**src/rtl/shr_pkg.sv**
```systemverilog
`timescale 1ns/1ps
package shr_pkg;
  localparam int CNT_W = 4;

  typedef enum logic [1:0] {
    OP_ASL = 2'b00,
    OP_ASR = 2'b01,
    OP_ROL = 2'b10,
    OP_ROR = 2'b11
  } shr_op_e;

  typedef struct packed {
    logic n;
    logic z;
    logic v;
    logic c;
  } shr_flags_t;
endpackage

```
**src/rtl/shr_lane.sv**
```systemverilog
`timescale 1ns/1ps
// One fixed-width barrel lane: result and pre-shift carry bit.
module shr_lane import shr_pkg::*; #(
  parameter int W  = 8,
  parameter int CW = CNT_W
) (
  input  shr_op_e        op,
  input  logic [CW-1:0]  cnt,
  input  logic [W-1:0]   din,
  output logic [W-1:0]   dout,
  output logic           cout
);
  localparam int KW = $clog2(W);

  logic [KW-1:0]  rot_k;    // count modulo W
  logic [KW-1:0]  up_idx;   // (W - r) mod W
  logic [KW-1:0]  dn_idx;   // (r - 1) mod W
  logic [2*W-1:0] rol_w;
  logic [2*W-1:0] ror_w;
  logic           cnt_zero;

  assign cnt_zero = (cnt == '0);
  assign rot_k    = KW'(cnt);
  assign up_idx   = KW'(0) - rot_k;
  assign dn_idx   = KW'(cnt) - KW'(1);
  assign rol_w    = {din, din} << rot_k;
  assign ror_w    = {din, din} >> rot_k;

  always_comb begin
    unique case (op)
      OP_ASL:  dout = din << cnt;
      OP_ASR:  dout = $unsigned($signed(din) >>> cnt);
      OP_ROL:  dout = rol_w[2*W-1:W];
      default: dout = ror_w[W-1:0];
    endcase
  end

  always_comb begin
    if (cnt_zero)
      cout = 1'b0;
    else if (op == OP_ASL || op == OP_ROL)
      cout = din[up_idx];
    else
      cout = din[dn_idx];
  end
endmodule

```
**src/rtl/shr_flags.sv**
```systemverilog
`timescale 1ns/1ps
// Condition flag formation from sized result and operand sign.
module shr_flags import shr_pkg::*; (
  input  shr_op_e    op,
  input  logic       src_top,
  input  logic       res_top,
  input  logic       res_zero,
  input  logic       shift_c,
  output shr_flags_t flags
);
  always_comb begin
    flags.n = res_top;
    flags.z = res_zero;
    flags.v = (op == OP_ASL) ? (src_top ^ res_top) : 1'b0;
    flags.c = shift_c;
  end
endmodule

```
**src/rtl/shrot_unit.sv**
```systemverilog
`timescale 1ns/1ps
module shrot_unit import shr_pkg::*; #(
  parameter int DW = 32,
  parameter int CW = CNT_W
) (
  input  logic          clk,
  input  logic          rst_n,
  input  logic          in_valid,
  output logic          in_ready,
  input  logic [1:0]    in_op,
  input  logic [1:0]    in_size,
  input  logic [CW-1:0] in_cnt,
  input  logic [DW-1:0] in_data,
  output logic          out_valid,
  input  logic          out_ready,
  output logic [DW-1:0] out_data,
  output logic          out_n,
  output logic          out_z,
  output logic          out_v,
  output logic          out_c
);
  localparam int NLANE = 3;

  function automatic logic [DW-1:0] size_mask(input logic [1:0] s);
    case (s)
      2'b00:   return {{(DW-DW/4){1'b0}}, {(DW/4){1'b1}}};
      2'b01:   return {{(DW-DW/2){1'b0}}, {(DW/2){1'b1}}};
      default: return '1;
    endcase
  endfunction

  function automatic logic top_bit(input logic [DW-1:0] d, input logic [1:0] s);
    case (s)
      2'b00:   return d[DW/4-1];
      2'b01:   return d[DW/2-1];
      default: return d[DW-1];
    endcase
  endfunction

  // Named internal events
  logic          fire;
  shr_op_e       op_w;
  logic [DW-1:0] lane_res [NLANE];
  logic [NLANE-1:0] lane_c;
  logic [DW-1:0] sel_res;
  logic          sel_c;
  logic [DW-1:0] fld_mask;
  logic [DW-1:0] merged;
  logic          src_top, res_top, res_zero;
  shr_flags_t    flags_w;
  shr_flags_t    flags_q;

  assign op_w     = shr_op_e'(in_op);
  assign in_ready = !out_valid || out_ready;
  assign fire     = in_valid && in_ready;

  for (genvar g = 0; g < NLANE; g++) begin : g_lane
    localparam int LW = DW >> (NLANE - 1 - g);
    logic [LW-1:0] lane_out;
    shr_lane #(.W(LW), .CW(CW)) u_lane (
      .op   (op_w),
      .cnt  (in_cnt),
      .din  (in_data[LW-1:0]),
      .dout (lane_out),
      .cout (lane_c[g])
    );
    assign lane_res[g] = DW'(lane_out);
  end

  always_comb begin
    case (in_size)
      2'b00: begin sel_res = lane_res[0]; sel_c = lane_c[0]; end
      2'b01: begin sel_res = lane_res[1]; sel_c = lane_c[1]; end
      default: begin sel_res = lane_res[2]; sel_c = lane_c[2]; end
    endcase
  end

  assign fld_mask = size_mask(in_size);
  assign merged   = (in_data & ~fld_mask) | (sel_res & fld_mask);
  assign src_top  = top_bit(in_data, in_size);
  assign res_top  = top_bit(merged, in_size);
  assign res_zero = ((merged & fld_mask) == '0);

  shr_flags u_flags (
    .op       (op_w),
    .src_top  (src_top),
    .res_top  (res_top),
    .res_zero (res_zero),
    .shift_c  (sel_c),
    .flags    (flags_w)
  );

  always_ff @(posedge clk) begin
    if (!rst_n) begin
      out_valid <= 1'b0;
      out_data  <= '0;
      flags_q   <= '0;
    end else if (fire) begin
      out_valid <= 1'b1;
      out_data  <= merged;
      flags_q   <= flags_w;
    end else if (out_ready) begin
      out_valid <= 1'b0;
    end
  end

  assign out_n = flags_q.n;
  assign out_z = flags_q.z;
  assign out_v = flags_q.v;
  assign out_c = flags_q.c;

  // Assertions next to the output register
  p_ready_when_empty_r1: assert property (@(posedge clk) disable iff (!rst_n)
    !out_valid |-> in_ready);

  p_hold_out_r2: assert property (@(posedge clk) disable iff (!rst_n)
    out_valid && !out_ready |=> out_valid && $stable(out_data) && $stable(flags_q));

  p_upper_pass_r3: assert property (@(posedge clk) disable iff (!rst_n)
    fire |=> ((out_data ^ $past(in_data)) & ~size_mask($past(in_size))) == '0);

  p_zero_count_r7: assert property (@(posedge clk) disable iff (!rst_n)
    fire && in_cnt == '0 |=> out_data == $past(in_data) && !out_c);

  p_v_clear_r10: assert property (@(posedge clk) disable iff (!rst_n)
    fire && op_w != OP_ASL |=> !out_v);

  p_asr_sign_r5: assert property (@(posedge clk) disable iff (!rst_n)
    fire && op_w == OP_ASR |=>
      top_bit(out_data, $past(in_size)) == top_bit($past(in_data), $past(in_size)));
endmodule

```
**config.mk**
```make
export PLATFORM = sky130hd
export DESIGN_NAME = shrot_unit
export DESIGN_NICKNAME = d
export VERILOG_FILES = /design/src/rtl/shr_pkg.sv /design/src/rtl/shr_lane.sv /design/src/rtl/shr_flags.sv /design/src/rtl/shrot_unit.sv
export SDC_FILE = /design/constraint.sdc
export NUM_CORES = 1
export LEC_CHECK = 0
export ABC_AREA = 1
export BUFFER_PORTS_ARGS = -buffer_cell sky130_fd_sc_hd__buf_2
export CORE_MARGIN = 2
export CORE_UTILIZATION = 48
export DETAILED_ROUTE_END_ITERATION = 12
export GPL_TIMING_DRIVEN = 0
export PLACE_DENSITY_LB_ADDON = 0.15
export SYNTH_ARGS = -nofsm -noshare
export SYNTH_HDL_FRONTEND = slang
export SYNTH_SLANG_ARGS = --single-unit
```
**constraint.sdc**
```tcl
create_clock -name clk -period 4.41 [get_ports clk]
set_clock_uncertainty 0.2 [all_clocks]
set_input_delay 0.882 -clock clk [delete_from_list [all_inputs] [get_ports clk]]
set_output_delay 0.882 -clock clk [all_outputs]
set_load 0.01 [all_outputs]
```
* Yosys cells after proc, flatten, opt, wreduce, memory -nomap -nowiden
Index checks and enable logic that the tools add are counted.
** Storage, ports and cells
- Bits in registers :: 37
- Output and inout bits :: 38
- Word-level logic and storage cells :: 77
- Input bits :: 44
** Operators by class
- Reduce and logical (&&, ||, !) cells :: 9
- Equality and inequality tests :: 3
- $lt $le $gt $ge :: 6
- Bitwise logic cells :: 6
- Multiplexer cells :: 29
- Add/sub/neg operators :: 6
- Shift-type cells :: 12
** Operators with widths (number)
- 32-bit one-hot mux with 2 select lines :: 2
- 32-bit AND :: 3
- 32-bit one-hot mux with 3 select lines :: 1
- 32-bit by 4-bit << shifter with 32-bit output :: 2
- 64-bit by 4-bit << shifter with 64-bit output :: 1
- 64-bit by 4-bit right shift with 32-bit output :: 1
- 16-bit one-hot mux with 3 select lines :: 1
- 32-bit logical NOT :: 1
- 32-bit NOT :: 1
- 32-bit bitwise OR :: 1
- 32-bit by 4-bit right shift with 16-bit output :: 1
- 32-bit by 4-bit >>> shifter with 32-bit output :: 1
- 8-bit one-hot mux with 3 select lines :: 1
- 16-bit by 3-bit << shifter with 16-bit output :: 1
- 16-bit by 4-bit << shifter with 16-bit output :: 1
- 16-bit by 3-bit right shift with 8-bit output :: 1
- 16-bit by 4-bit >>> shifter with 16-bit output :: 1
- 1-bit 2-to-1 mux :: 15
- 5-bit by 6-bit less-than comparator with 1-bit output, second input constant :: 2
- 1-bit binary-select mux with 5-bit select :: 2
- 4-bit by 5-bit less-than comparator with 1-bit output, second input constant :: 2
- 1-bit binary-select mux with 4-bit select :: 2
- 3-bit by 4-bit less-than comparator with 1-bit output, second input constant :: 2
- 8-bit by 4-bit << shifter with 8-bit output :: 1
- other kinds (18) :: 24

* Logic depth before layout (Yosys ltp)
- Depth in word-level cells :: 8
- Gate-level depth with buffers :: 22

* Modules after synthesis
A second synthesis with hierarchy kept.
** Second synthesis, totals
- Cell total of the unflattened synthesis :: 1833
- Area total of the unflattened synthesis :: 9414.0 µm²
** Modules (own cells, without submodules)
- shr_lane (g_lane[2].u_lane) :: area each 3853.7 µm², instances 1, cells an instance 817, sequential area each 0.0 µm²
- shr_lane (g_lane[1].u_lane) :: area each 2372.3 µm², instances 1, cells an instance 489, sequential area each 0.0 µm²
- shrot_unit :: area each 2075.7 µm², instances 1, cells an instance 307, sequential area each 740.7 µm²
- shr_lane (g_lane[0].u_lane) :: area each 1068.5 µm², instances 1, cells an instance 212, sequential area each 0.0 µm²
- shr_flags :: area each 43.8 µm², instances 1, cells an instance 8, sequential area each 0.0 µm²

* Least setup slack after synthesis
No wires, ideal clock.
- Kind :: in2reg
- Start :: input in_cnt[1]
- End :: register flags_q (netlist bit out_c)
- Setup time :: 0.130 ns
- Data arrival time :: 2.601 ns
- Cell stages on the path :: 14
- Path slack :: 1.479 ns
- Cells stage by stage :: inv_1 buf_4 buf_2 ha_1 xnor2_1 inv_1 o211ai_1 nand2_1 a22oi_1 nand2_1 nand3_1 o21ai_0 nand2_1 a31oi_1
** On the way
- Cells in the longest elaborated chain, start to end :: 6
** RTL lines
- start, declared :: RTL line shrot_unit.sv:12 : input logic [CW-1:0] in_cnt,
- 4-bit by 1-bit subtractor with 5-bit output, or another cell as far along :: RTL line shr_lane.sv:25 : assign dn_idx = KW'(cnt) - KW'(1);
- 1-bit binary-select mux with 5-bit select, or another cell as far along :: RTL line shr_lane.sv:44 : cout = din[dn_idx];
- 1-bit 2-to-1 mux, on equally long branches :: RTL line shr_lane.sv:44, shr_lane.sv:42
- 1-bit 2-to-1 mux :: RTL line shr_lane.sv:41 : else if (op == OP_ASL || op == OP_ROL)
- 1-bit 2-to-1 mux :: RTL line shr_lane.sv:39 : if (cnt_zero)
- 1-bit one-hot mux with 2 select lines (*) :: RTL line shrot_unit.sv:71 : case (in_size)
- end signal, assigned :: RTL line shrot_unit.sv:101 : flags_q <= flags_w;
- end, declared :: RTL line shrot_unit.sv:51 : shr_flags_t flags_q;
Mark *: on every way between the ends. The rest lies on a longest branch, timed or not. The select of a mux whose other input is x is not followed.
A chain may end at the register's enable or synchronous reset.

* Worst setup path in the final report
Same ends and word-level chain as after synthesis.

==> Implementation_results.wiki <==
{| class="wikitable"
! Metric !! Value
|-
| Status || complete, no violations
|-
| Count of mapped cells out of synthesis || around 1500
|-
| Placer's final routability congestion estimate || roughly 1.2
|-
| Clock insertion delay at the later pin of the skew report || 0.28 ns
|-
| Reg-to-reg slack, setup || roughly 2.4 ns
|-
| Total Neg Setup Slack || 0 ns
|-
| Leak Pwr || about 0.0047 uW
|-
| Global-route wire length before repair || 66400 um
|-
| Rel. slew slack || a little over a quarter
|-
| Element type at the critical path end || register
|-
| Count of buffers inserted at the top-level ports || 74
|-
| Destination of the worst register-to-register timing path || out_data[12]$_SDFFE_PN0P_
|-
| Switching share of power || 51.0%
|-
| Number of remaining DRC errors || 0
|-
| Shortest period the worst path allows || approximately 3.8 ns
|-
| Cell Area, Placed || about 8000 um^2
|-
| Worst hold path startpoint || out_data[15]$_SDFFE_PN0P_
|-
| Measured slew at the worst slew-check pin || 1.09 ns
|-
| Placed wire-length estimate || around 34000 um
|-
| Required time of the critical path || about 4.4 ns
|-
| Via total after detailed routing || 12100
|-
| Mean instance size in the synthesized netlist || between 4 and 5 um^2
|-
| Number of inserted filler cells in the final layout || approximately 1700
|-
| Worst hold-check path type || reg -> reg
|-
| Number of placement rows || 45
|-
| Most frequent standard cell in the layout excluding fill and tap cells || sky130_fd_sc_hd__nand2_1
|-
| Share of the synthesized area in the top cell type || around 36%
|-
| Postcts setup bufs || 0
|-
| Unrepaired setup endpoints after global routing || false
|-
| Number of antenna cells inserted || 0
|-
| Sequential Power Share || between 10% and 20%
|-
| Setup crit end || out_c$_SDFFE_PN0P_
|-
| Achievable clock frequency || around 260 MHz
|-
| Global-route usage over all layers || between 50% and 60%
|-
| Die Span Y || about 130 um
|-
| Part of the power in the clock network || between 20% and 30%
|-
| Proportion of layout cells with a drive suffix above 1 || approximately 10%
|-
| Top area cells in the synthesized netlist || sky130_fd_sc_hd__nand2_1, sky130_fd_sc_hd__nand3_1, sky130_fd_sc_hd__dfxtp_1, sky130_fd_sc_hd__a21oi_1, sky130_fd_sc_hd__o21ai_0
|-
| Post-Layout Inst Area || 8150 um^2
|-
| Final Hold Violating Endpoints || 0
|-
| Worst Setup SP || in_cnt[1]
|-
| Area Growth Syn to Fin || 10.8%
|-
| Vias in the first global route || between 10000 and 15000
|-
| Seq cells post-synth || 37
|-
| Largest driver fanout on the critical path || 10
|-
| Slowest-stage cell, CP || sky130_fd_sc_hd__xnor2_1
|-
| Synth cell types || 38
|-
| Ports placed on the boundary || 82
|-
| Post-detailed-routing wire length || between 40000 and 50000 um
|-
| Reg clk slew, reported paths || around 0.060 ns
|-
| Area leader, netlist || sky130_fd_sc_hd__nand2_1
|-
| Mapped Nets || about 1600
|-
| Slew Viols, Final || 0
|-
| Largest incremental delay on the critical path || ~0.58 ns
|-
| Top delay family on crit path || buffers and inverters
|-
| Library cell appearing most often on the critical path || sky130_fd_sc_hd__nand2_1
|-
| Average wire per standard cell || 25.3 um
|-
| Antenna Violating Nets Remaining || 0
|-
| PwrDens || between 200 and 250 nW/um^2
|-
| Worst hold slack || approximately 0.26 ns
|-
| Number of cells on the worst reg-to-reg path || 7
|-
| Critical Path Start Type || input pin
|-
| Number of buffers and inverters on the critical path || 5
|-
| Commonest non-fill, non-tap cells in the layout || sky130_fd_sc_hd__nand2_1, sky130_fd_sc_hd__nand3_1, sky130_fd_sc_hd__buf_2, sky130_fd_sc_hd__a21oi_1, sky130_fd_sc_hd__nor2_1
|-
| Gate power share || between 50% and 60%
|-
| CTS tree || built
|-
| # H-tree levels || 2
|-
| DIE WIDTH || 128 um
|-
| Count of synthesis-stage warnings from yosys || 0
|-
| Pin count of the biggest net entering global routing || 13
|-
| Utilization of the core after routing || between 50 and 60%
|-
| Number of max-cap violations || 0
|-
| Initial DRT Pass Iterations || 10
|-
| Placed Instances || roughly 1800
|-
| Overall die area || 16300 um^2
|-
| Data arrival at the endpoint of the critical path || about 3.8 ns
|-
| Max Buffers Root-to-Sink || 2
|-
| Final worst-path cycle share || slightly below 90%
|-
| Post-CTS sizing || 0
|-
| Total congestion overflow || 0
|-
| Number of cells on the critical path || 15
|-
| Number of buffers added to fix hold violations after cts || 0
|-
| Sequential-to-total area share from yosys stat || about a tenth
|-
| Number of standard cells in the final layout excluding fillers || roughly 1800
|-
| Post-DR vias/cell || 6.75
|-
| Synthesized cell area || roughly 7400 um^2
|-
| Power Internal || 987 uW
|-
| Critical path cell sequence || buf_2, inv_1, buf_4, buf_2, ha_1, xnor2_1, inv_1, o211ai_1, nand2_1, a22oi_1, nand2_1, nand3_1, o21ai_0, nand2_1, a31oi_1
|-
| Worst r2r src || out_valid$_SDFFE_PN0P_
|-
| Standard cell core area || around 15000 um^2
|-
| Final setup fails || 0
|-
| Number of antenna violations at the first check in global routing || 6
|-
| Type of the worst setup path || in -> reg
|-
| Clock tree root buffer cell || sky130_fd_sc_hd__clkbuf_16
|-
| P_sw || a little over 1000 uW
|-
| Effective utilization at floorplan || approximately half
|-
| Number of nets in the layout || between 1500 and 2000
|-
| Num CTS Buffers || 5
|-
| Iteration-0 DRC Markers || about 2900
|-
| Clock sink count || 37
|-
| Maximum VDD drop || 0.000196 V
|}
==> synthesized netlist by cell type, drive strengths merged <==
cell and n:
and3 1, a31oi 2, buf 63, nand3b 3, ha 1, o31ai 1, a21oi 72, clkbuf 36
xor2 1, o211ai 15, a22oi 1, clkinv 2, o21ai 65, nor3 1, nor2 60, o311ai 1
nand3 362, a21boi 3, nand2 734, dfxtp 37, xnor2 1, a32oi 1, o211a 1, inv 57
nand4 5
==> per-stage QoR <==
stage	power [uW]	worst slack (ns)
after floorplan	1060	1.48
final	2020	0.586
after detailed placement	1440	0.644
after global routing	2090	0.363
after CTS	1910	0.937
after global placement	1440	0.672
==> area by class of cell <==
class	count	area (um^2)	share of cell area [%]
Tap cell	188	235	2.89
Clock inverter	3	65.1	0.798
Multi-Input combinational cell	1331	5910	72.6
Inverter	59	224	2.75
Buffer	99	475	5.83
Timing Repair Buffer	74	370	4.54
Clock buffer	5	125	1.54
Sequential cell	37	741	9.09
==> worst min-delay path by stage <==
stage	endpoint	slack, ns	cells past startpoint
final	out_data[15]$_SDFFE_PN0P_	0.26	2
after global routing	out_data[15]$_SDFFE_PN0P_	0.28	2
after CTS	out_data[15]$_SDFFE_PN0P_	0.27	2
after detailed placement	out_data[15]$_SDFFE_PN0P_	0.26	2
after global placement	out_data[15]$_SDFFE_PN0P_	0.25	2
after floorplan	out_data[15]$_SDFFE_PN0P_	0.29	2
==> cell families (layout without fill, tap and decap cells) <==
kind of cell               count (synthesis)  in the layout  share of synthesized area (%)
DFF                                       37             37                           10.1
and+or+nand+nor                         1166           1166                           68.1
buffers and inverters                    158            240                           9.51
AOI/OAI and AO/OA                        162            162                           12.0
xor gates and xnor gates                   2              2                          0.238
adders and majority gates                  1              1                          0.170
==> sequential cells by signal, indices dropped and copies added (netlist names) <==
| signal | cells |
|---|---|
| out_valid | 1 |
| out_data | 32 |
| out_z | 1 |
| out_c | 1 |
| out_v | 1 |
| out_n | 1 |
==> worst reg2reg max path: stages (launching register included) <==
cell                       delay, ns
sky130_fd_sc_hd__dfxtp_1        0.33
sky130_fd_sc_hd__nand2_1        0.08
sky130_fd_sc_hd__nand2_1        0.08
sky130_fd_sc_hd__clkbuf_1       0.41
sky130_fd_sc_hd__clkbuf_1       0.47
sky130_fd_sc_hd__o21ai_0        0.20
sky130_fd_sc_hd__nand2_1        0.10
sky130_fd_sc_hd__inv_1          0.04
==> power groups by stage <==
stage / Clock, uW / Sequential (uW) / Combinational, uW
2_1_floorplan: 0 / 395 / 666
3_3_place_gp: 0 / 381 / 1060
3_5_place_dp: 0 / 381 / 1050
4_1_cts: 473 / 374 / 1060
5_1_grt: 485 / 377 / 1230
6_report: 470 / 375 / 1170
==> routing by layer <==
metal	GRT usage, %	vias up	wire, um
met5	0	-	27
met1	65.1	5275	15500
li1	-	5191	-
met4	39.6	4	4920
met2	72.7	1266	16300
met3	33.7	393	8810
No activity file was read; power rests on OpenSTA's default activity.
